[src/rtl/plot_pkg.sv]
package plot_pkg;
  typedef enum logic [1:0] {
    ST_IDLE  = 2'd0,
    ST_READ  = 2'd1,
    ST_MERGE = 2'd2,
    ST_WRITE = 2'd3
  } plot_state_t;

  typedef enum logic {
    DEPTH_1BPP = 1'b0,
    DEPTH_2BPP = 1'b1
  } pix_depth_t;
endpackage

[src/rtl/plot_range_chk.sv]
module plot_range_chk #(
  parameter int X_W        = 10,
  parameter int Y_W        = 8,
  parameter int MONO_COLS  = 640,
  parameter int COLOR_COLS = 320,
  parameter int ROWS       = 200
) (
  input  logic [X_W-1:0] x,
  input  logic [Y_W-1:0] y,
  input  logic           depth2,
  output logic           in_range
);
  localparam logic [X_W-1:0] X_LIM_1 = X_W'(MONO_COLS);
  localparam logic [X_W-1:0] X_LIM_2 = X_W'(COLOR_COLS);
  localparam logic [Y_W-1:0] Y_LIM   = Y_W'(ROWS);

  always_comb begin
    in_range = (y < Y_LIM) && (depth2 ? (x < X_LIM_2) : (x < X_LIM_1));
  end
endmodule

[src/rtl/plot_addr_gen.sv]
module plot_addr_gen #(
  parameter int X_W         = 10,
  parameter int Y_W         = 8,
  parameter int ADDR_W      = 14,
  parameter int DATA_W      = 8,
  parameter int LINE_BYTES  = 80,
  parameter int BANK_OFFSET = 'h2000
) (
  input  logic [X_W-1:0]    x,
  input  logic [Y_W-1:0]    y,
  input  logic              depth2,
  input  logic [1:0]        color,
  output logic [ADDR_W-1:0] addr,
  output logic [DATA_W-1:0] mask,
  output logic [DATA_W-1:0] bits
);
  localparam int SH_W = $clog2(DATA_W);
  localparam logic [DATA_W-1:0] TOP1 = DATA_W'(1) << (DATA_W - 1);
  localparam logic [DATA_W-1:0] TOP2 = DATA_W'(3) << (DATA_W - 2);

  logic [ADDR_W-1:0] line_base;
  logic [ADDR_W-1:0] bank_base;
  logic [ADDR_W-1:0] byte_off;
  logic [SH_W-1:0]   shamt;
  logic [DATA_W-1:0] field;

  always_comb begin
    line_base = ADDR_W'(y >> 1) * ADDR_W'(LINE_BYTES);
    bank_base = y[0] ? ADDR_W'(BANK_OFFSET) : '0;
    byte_off  = depth2 ? ADDR_W'(x >> 2) : ADDR_W'(x >> 3);
    addr      = bank_base + line_base + byte_off;
    shamt     = depth2 ? SH_W'({x[1:0], 1'b0}) : x[SH_W-1:0];
    field     = depth2 ? (DATA_W'(color) << (DATA_W - 2))
                       : (DATA_W'(color[0]) << (DATA_W - 1));
    mask      = (depth2 ? TOP2 : TOP1) >> shamt;
    bits      = field >> shamt;
  end
endmodule

[src/rtl/plot_byte_merge.sv]
module plot_byte_merge #(
  parameter int DATA_W = 8
) (
  input  logic [DATA_W-1:0] old_byte,
  input  logic [DATA_W-1:0] mask,
  input  logic [DATA_W-1:0] bits,
  output logic [DATA_W-1:0] new_byte
);
  always_comb begin
    new_byte = (old_byte & ~mask) | (bits & mask);
  end
endmodule

[src/rtl/ilace_plotter.sv]
module ilace_plotter #(
  parameter int X_W         = 10,
  parameter int Y_W         = 8,
  parameter int ADDR_W      = 14,
  parameter int DATA_W      = 8,
  parameter int LINE_BYTES  = 80,
  parameter int BANK_OFFSET = 'h2000,
  parameter int MONO_COLS   = 640,
  parameter int COLOR_COLS  = 320,
  parameter int ROWS        = 200
) (
  input  logic              clk,
  input  logic              rst,
  input  logic              cmd_valid,
  output logic              cmd_ready,
  input  logic [X_W-1:0]    cmd_x,
  input  logic [Y_W-1:0]    cmd_y,
  input  logic [1:0]        cmd_color,
  input  logic              cmd_mode,
  output logic              err_pulse,
  output logic [ADDR_W-1:0] mem_addr,
  input  logic [DATA_W-1:0] mem_rdata,
  output logic [DATA_W-1:0] mem_wdata,
  output logic              mem_we
);
  import plot_pkg::*;

  plot_state_t       state;
  pix_depth_t        depth;
  logic              in_range;
  logic [ADDR_W-1:0] addr_c;
  logic [DATA_W-1:0] mask_c, bits_c, merged_c;
  logic [DATA_W-1:0] mask_q, bits_q;

  assign depth = pix_depth_t'(cmd_mode);

  plot_range_chk #(
    .X_W(X_W), .Y_W(Y_W), .MONO_COLS(MONO_COLS),
    .COLOR_COLS(COLOR_COLS), .ROWS(ROWS)
  ) u_range (
    .x(cmd_x), .y(cmd_y), .depth2(depth == DEPTH_2BPP), .in_range(in_range)
  );

  plot_addr_gen #(
    .X_W(X_W), .Y_W(Y_W), .ADDR_W(ADDR_W), .DATA_W(DATA_W),
    .LINE_BYTES(LINE_BYTES), .BANK_OFFSET(BANK_OFFSET)
  ) u_addr (
    .x(cmd_x), .y(cmd_y), .depth2(depth == DEPTH_2BPP), .color(cmd_color),
    .addr(addr_c), .mask(mask_c), .bits(bits_c)
  );

  plot_byte_merge #(.DATA_W(DATA_W)) u_merge (
    .old_byte(mem_rdata), .mask(mask_q), .bits(bits_q), .new_byte(merged_c)
  );

  always_ff @(posedge clk) begin
    if (rst) begin
      state     <= ST_IDLE;
      cmd_ready <= 1'b1;
      err_pulse <= 1'b0;
      mem_we    <= 1'b0;
      mem_addr  <= '0;
      mem_wdata <= '0;
      mask_q    <= '0;
      bits_q    <= '0;
    end else begin
      err_pulse <= 1'b0;
      mem_we    <= 1'b0;
      case (state)
        ST_IDLE: begin
          if (cmd_valid && cmd_ready) begin
            if (in_range) begin
              mem_addr  <= addr_c;
              mask_q    <= mask_c;
              bits_q    <= bits_c;
              cmd_ready <= 1'b0;
              state     <= ST_READ;
            end else begin
              err_pulse <= 1'b1;
            end
          end
        end
        ST_READ:  state <= ST_MERGE;
        ST_MERGE: begin
          mem_wdata <= merged_c;
          mem_we    <= 1'b1;
          state     <= ST_WRITE;
        end
        ST_WRITE: begin
          cmd_ready <= 1'b1;
          state     <= ST_IDLE;
        end
        default:  state <= ST_IDLE;
      endcase
    end
  end
endmodule

[config.mk]
export PLATFORM = sky130hd
export DESIGN_NAME = ilace_plotter
export DESIGN_NICKNAME = d
export VERILOG_FILES = /design/src/rtl/plot_pkg.sv /design/src/rtl/plot_range_chk.sv /design/src/rtl/plot_addr_gen.sv /design/src/rtl/plot_byte_merge.sv /design/src/rtl/ilace_plotter.sv
export SDC_FILE = /design/constraint.sdc
export NUM_CORES = 1
export LEC_CHECK = 0
export ABC_AREA = 1
export BUFFER_PORTS_ARGS = -buffer_cell sky130_fd_sc_hd__buf_4
export CORE_AREA = 2 2 83 85
export CTS_CLUSTER_SIZE = 14
export DETAILED_ROUTE_END_ITERATION = 16
export DIE_AREA = 0 0 85 87
export GPL_TIMING_DRIVEN = 1
export PLACE_DENSITY = 0.61
export SLEW_MARGIN = 25
export SYNTH_ARGS = -nofsm -noshare
export SYNTH_HDL_FRONTEND = slang
export SYNTH_SLANG_ARGS = --single-unit
[constraint.sdc]
create_clock -name clk -period 3.7 [get_ports clk]
set_clock_uncertainty 0.05 [all_clocks]
set_input_delay 0.37 -clock clk [delete_from_list [all_inputs] [get_ports clk]]
set_output_delay 0.37 -clock clk [all_outputs]
set_load 0.05 [all_outputs]
==> summary.txt, run 1 <==
WL met3 -> 205 um
FP Rows -> 30
Clk_lat worst skew -> 0.29 ns
Wire length on met2 -> 2610 um
Commonest non-fill, non-tap cells in the layout -> nand2_1, buf_4, a21oi_1
Max Buffers Root-to-Sink -> 2
Leakage -> 1.46 nW
Die ar. -> 7400 um^2
# IOs -> 57
Worst Max-Slew Pin Slew -> 0.775 ns
CTS tree -> yes
Initial Utilization -> 0.381
Post-route insts no fill -> 491
Total core area -> 6570 um^2
Critical Path AT -> 2.38 ns
FF/Latch Area -> 861 um^2
Most common library cell in the layout ignoring fill and taps -> nand2_1
Placer Congestion -> 0.829
Hold buffers post-CTS -> 0
Placed cells -> 483
Status -> completed
Launch point of the worst reg-to-reg path -> state[0]
Slowest-stage cell, CP -> fa_1
Crit path max fanout -> 3
Fin crit period -> 2.23 ns
YS warnings -> 0
R2r setup slk -> 1.86 ns
Setup TNS Final -> 0 ns
Clock Sinks -> 43
Routed Antenna Nets -> 0
WS Path Type -> input port to flip-flop
Min-Delay Startpoint -> mem_rdata[3]
First-pass GRT wire length -> 9380 um
RSZ-0062 raised after global routing -> no
# resized after CTS -> 0
Die width -> 85 um
Worst stage delay on the critical path -> 0.46 ns
Hold Fails Final Rpt -> 0
Gr usage total -> 0.155
Layout area overhead -> 21.3%
Number of library cell types mapped by synthesis -> 31
Vias post-DR -> 2,358
CTS root buffer -> clkbuf_8
WL final -> 5670 um
Largest net degree at the start of global routing -> 40
Final period util -> 0.603
WP data required -> 3.85 ns
WHS Endpoint -> mem_wdata[3]
Startpoint types -> input port
Synthesized area per cell -> 6.96 um^2
Drt pass-1 iters -> 4
Final setup vio count -> 0
MaxCap Viol Count -> 0
Diode count -> 0
Port bufs -> 56
Highest routed layer -> met4
Met1 WL -> 2790 um
Min-delay worst type -> input port to flip-flop
Final nets -> 462
Reg2Reg Capture Point -> bits_q[0]
Number of post-CTS setup repair buffers -> 0
CTS buffer count -> 5
Remaining DRCs -> 0
Clock slew seen by the registers of the worst setup and hold paths -> 0.08 ns
Register area share after synthesis -> 0.344
Drt wl/cell -> 11.6 um
Fin area -> 3030 um^2
Filler instances -> 696
Power per Cell Area -> 532 nW/um^2
Multi-input gate area -> 1380 um^2
Syn Inst Count -> 359
Crit path cell chain -> buf_4 > ha_1 > ha_1 > inv_1 > fa_1 > nor2_2 > o21ai_1 > or2_0 > o21ai_1 > nand3_1 > nand2_1 > inv_1
Synth Cell Area -> 2500 um^2
Proportion of layout cells with a drive suffix above 1 -> 0.182
R2r worst-path depth -> 8
Yosys reg bits -> 43
Relative slew slack -> 0.483
Syn Nets -> 411
Hold depth -> 3
Vias per inst -> 4.80
Max Slew Vio Count -> 0
Worst Setup End Kind -> flip-flop
F_max -> 0.448 GHz
Overflow left after global routing -> 0
HPWL Detailed -> 4280 um
Post-DP Area -> 2950 um^2
DRT iter0 DRCs -> 96
Initial antenna violation count -> 0
Max VDD drop -> 0.247 mV
Die H -> 87 um
Vias in the first global route -> 2,120
CTS HTree Levels -> 2
==> state kept, by name, summed over array words and instances, names as in the netlist <==
signal and cells:
mem_addr 14, bits_q 8, state 2, cmd_ready 1, mask_q 8, mem_wdata 8
mem_we 1, err_pulse 1
==> stage by stage <==
step | hold slack, ns | total power, W | worst slack [ns] | util
6_report | 0.279 | 0.00161 | 1.47 | 0.462
5_1_grt | 0.274 | 0.00173 | 1.39 | 0.462
4_1_cts | 0.271 | 0.00164 | 1.49 | 0.462
3_5_place_dp | 0.409 | 0.00134 | 1.19 | 0.449
3_3_place_gp | 0.405 | 0.00133 | 1.23 | 0.449
2_1_floorplan | 0.394 | 0.00114 | 1.33 | -
==> per-layer routing <==
metal  up-vias  track usage
li1       1261            -
met1      1046        0.204
met2        45        0.260
met3         6       0.0265
met4         0       0.0476
met5         -            0
==> final cells by class <==
class,count,area share
Inverter,47,0.0590
Clock buffer,6,0.0239
Clock inverter,2,0.00413
Sequential cell,43,0.284
Tap cell,80,0.0330
Timing Repair Buffer,57,0.141
Multi-Input combinational cell,256,0.455
==> power by group <==
| part | total (W) | switching [W] | internal [W] |
|---|---|---|---|
| clock network | 0.000289 | 0.000157 | 0.000132 |
| logic | 0.000730 | 0.000493 | 0.000238 |
| registers | 0.000595 | 0.0000469 | 0.000548 |
==> critical path, delay by kind of cell <==
family	cells	cell delay, ns
compound gates	2	0.24
buf+inv	3	0.24
simple gates	4	0.55
fa+ha+maj	3	0.97
==> cells by family after synthesis <==
group | synth area share
compound gates | 0.183
xor+xnor | 0.0175
fa+ha+maj | 0.106
buf+inv | 0.104
flops | 0.344
simple gates | 0.245
==> cells in the mapped netlist <==
| cell type | number | area share |
|---|---|---|
| o21ai_0 | 32 | 0.064 |
| nand3_1 | 26 | 0.052 |
| clkinv_1 | 1 | 0.0015 |
| nand2_1 | 68 | 0.10 |
| nor3_1 | 2 | 0.0040 |
| o31ai_4 | 1 | 0.0085 |
| ha_1 | 18 | 0.090 |
| nor2_2 | 1 | 0.0025 |
| clkbuf_1 | 6 | 0.0090 |
| inv_4 | 1 | 0.0025 |
| o21ai_1 | 5 | 0.010 |
| buf_2 | 2 | 0.0040 |
| nor2_1 | 41 | 0.062 |
| inv_1 | 41 | 0.062 |
| o21ai_4 | 1 | 0.0065 |
| a31oi_1 | 1 | 0.0025 |
| xor2_1 | 2 | 0.0070 |
| nand2_2 | 1 | 0.0025 |
| or2_0 | 1 | 0.0025 |
| dfxtp_1 | 43 | 0.34 |
| fa_1 | 2 | 0.016 |
| inv_2 | 4 | 0.0060 |
| buf_4 | 2 | 0.0060 |
| nand3b_1 | 1 | 0.0030 |
| o21a_1 | 1 | 0.0030 |
| or2_4 | 1 | 0.0035 |
| buf_6 | 3 | 0.014 |
| nand4_1 | 3 | 0.0075 |
| nand3_2 | 1 | 0.0040 |
| a21oi_1 | 44 | 0.088 |
| xnor2_1 | 3 | 0.011 |
==> worst max path at each step <==
stage                  start            to  slack (ns)  cells past startpoint
detailed placement  cmd_y[2]  mem_addr[12]        1.19                     12
CTS                 cmd_y[2]  mem_addr[12]        1.49                     12
global placement    cmd_y[2]  mem_addr[13]        1.23                     13
global route        cmd_y[2]  mem_addr[13]        1.39                     13
finish              cmd_y[2]  mem_addr[12]        1.47                     12
floorplan           cmd_mode  mem_addr[12]        1.33                     14
(Power assumes the default switching activity.)
==> inputs of run 2 (changes only) <==
- clock period: 3.7 -> 2.2 ns (I/O delays scaled with it)
==> run 2 against run 1 <==
  * Flip-flop and latch count unchanged
  * Clock power rose to 2.5 times the previous value
  * Worst setup slack worse by 1.2 ns
  * Sequential power up 68%
  * Routed wire length up 4.9%
  * Combinational power up 75%
  * Utilization up 2.1 points
==> summary.txt, run 2 (synthesis results as in run 1) <==
Status -> completed
HPWL Detailed -> 4420 um (+3.2%)
CTS HTree Levels -> 2 (unchanged)
Relative slew slack -> 0.676 (+0.193)
Drt pass-1 iters -> 4 (unchanged)
Gr usage total -> 0.174 (+0.0188)
Remaining DRCs -> 0 (unchanged)
Crit path cell chain -> buf_4 > ha_1 > ha_1 > inv_1 > fa_1 > nor2_2 > nand3_1 > nor2_1 > nand3_1 > nand2_1 > nand3_1 > nand2_1 > inv_1
Setup TNS Final -> 0 ns (unchanged)
Placer Congestion -> 0.792 (-4.5%)
Die width -> 85 um (unchanged)
Internal power -> 0.00181 W (+97%)
DRT iter0 DRCs -> 84 (-13%)
Hold Fails Final Rpt -> 0 (unchanged)
Max Buffers Root-to-Sink -> 2 (unchanged)
Number of post-CTS setup repair buffers -> 0 (unchanged)
Most frequent CP cell -> nand3_1
Register share of total power -> 0.332 (-0.037)
Worst stage delay on the critical path -> 0.43 ns (-0.03 ns)
Clk_lat worst skew -> 0.30 ns (about the same)
Clock Sinks -> 43 (unchanged)
F_max -> 0.510 GHz
Diode count -> 0 (unchanged)
Final period util -> 0.891
Hold buffers post-CTS -> 0 (unchanged)
Initial Utilization -> 0.381 (unchanged)
MaxCap Viol Count -> 0 (unchanged)
WS Path Type -> input port to flip-flop
CTS root buffer -> clkbuf_8
Leakage -> 1.54 nW (+5.2%)
CTS buffer count -> 5 (unchanged)
WL met3 -> 208 um (+1.5%)
Initial antenna violation count -> 0 (unchanged)
First-pass GRT wire length -> 10,300 um (+10%)
Clk pwr share -> 0.241 (+0.062)
# IOs -> 57 (unchanged)
Most common library cell in the layout ignoring fill and taps -> nand2_1
Delay-heaviest family, CP -> adder cells
Post-DP Area -> 3030 um^2 (+3.0%)
Largest net degree at the start of global routing -> 29 (-28%)
CTS tree -> yes
Max Slew Vio Count -> 0 (unchanged)
Slowest-stage cell, CP -> fa_1
Routed Antenna Nets -> 0 (unchanged)
Vias in the first global route -> 2,301 (+8.5%)
Proportion of layout cells with a drive suffix above 1 -> 0.202 (+0.0194)
WL final -> 5950 um (+4.9%)
Max FFs per register -> 14 (unchanged)
Die H -> 87 um (unchanged)
# resized after CTS -> 0 (unchanged)
Total core area -> 6570 um^2 (unchanged)
Crit path buf inv count -> 3 (unchanged)
Highest routed layer -> met4
Max VDD drop -> 0.531 mV (+110%)
Met1 WL -> 2890 um (+3.5%)
FP Rows -> 30 (unchanged)
Final setup vio count -> 0 (unchanged)
RSZ-0062 raised after global routing -> no
Port bufs -> 56 (unchanged)
Min-delay worst type -> input port to flip-flop
Die ar. -> 7400 um^2 (unchanged)
Commonest non-fill, non-tap cells in the layout -> nand2_1, buf_4, a21oi_1
Wire length on met2 -> 2820 um (+8.2%)
Final nets -> 472 (+2.2%)
Hold slack final -> 0.122 ns (-0.157 ns)
Filler instances -> 677 (-2.7%)
Clock slew seen by the registers of the worst setup and hold paths -> 0.08 ns (about the same)
Overflow left after global routing -> 0 (unchanged)
Drt wl/cell -> 11.9 um (+2.8%)
Layout area overhead -> 26.7%
Fin crit period -> 1.96 ns
WP data required -> 2.36 ns (-1.49 ns)
Fin area -> 3170 um^2 (+4.5%)
Largest Register -> mem_addr
Vias per inst -> 4.80 (about the same)
Startpoint types -> input port
PnR worst setup slack -> 0.240 ns (-1.23 ns)
Worst Setup End Kind -> flip-flop
Crit path max fanout -> 3 (unchanged)
Placement Setup Slack -> -0.0819 ns (-1.27 ns)
Worst Max-Slew Pin Slew -> 0.481 ns (-0.294 ns)
Critical Path AT -> 2.12 ns (-0.26 ns)
Vias post-DR -> 2,407 (+2.1%)
Gate power share -> 0.426 (-0.026)
Switching share of power -> 0.399 (-0.0321)
Power per Cell Area -> 950 nW/um^2 (+78%)
Switching Power -> 0.00120 W (+73%)
==> run 2: cell types whose count changed in the layout (fill, tap and decap cells not counted), sizes merged <==
cell      change
clkinv        -1
bufinv        +2
buf          +10
clkinvlp      -1
==> run 2: final cells by class <==
type                       count  area, um^2  area share
clock buffer                   6        72.6      0.0229
clock inverter                 2        60.1      0.0190
inverter                      47         179      0.0565
multi-input combinational    256        1380       0.435
sequential                    43         861       0.272
tap                           80         100      0.0316
timing repair buffer          67         515       0.163
==> run 2: worst min-delay path, delay by kind of cell <==
kind,cells,cell delay [ns]
buf+inv,1,0.11
simple gates,1,0.05
compound gates,1,0.05
==> run 2: layer usage <==
layer  track usage  vias to the layer above
met5             0                        -
met4        0.0563                        0
met3        0.0275                        3
met2         0.298                       41
met1         0.224                     1076
li1              -                     1287
==> run 2: path summary, 6_finish.rpt <==
kind	depth (start not counted)	from	to	slack (ns)
worst max register to register	5	state[0]	mem_wdata[7]	0.46
worst min-delay path	3	mem_rdata[5]	mem_wdata[5]	0.12
worst max-delay path	13	cmd_y[2]	mem_addr[13]	0.24
worst min register to register	2	bits_q[2]	bits_q[2]	0.42
==> run 2: through the flow <==
| stage | instances | utilization | total power (W) |
|---|---|---|---|
| floorplan | 359 | - | 0.00192 |
| global placement | 493 | 0.462 | 0.00228 |
| detailed placement | 493 | 0.462 | 0.00230 |
| CTS | 501 | 0.482 | 0.00304 |
| global route | 501 | 0.482 | 0.00322 |
| finish | 501 | 0.482 | 0.00301 |
==> run 2: power by group through the flow <==
stage	Sequential (W)	Combinational [W]	Clock (W)
floorplan	0.00135	0.000573	0
global placement	0.00102	0.00127	0
detailed placement	0.00102	0.00129	0
CTS	0.00100	0.00129	0.000748
global route	0.00102	0.00143	0.000772
finish	0.00100	0.00128	0.000727
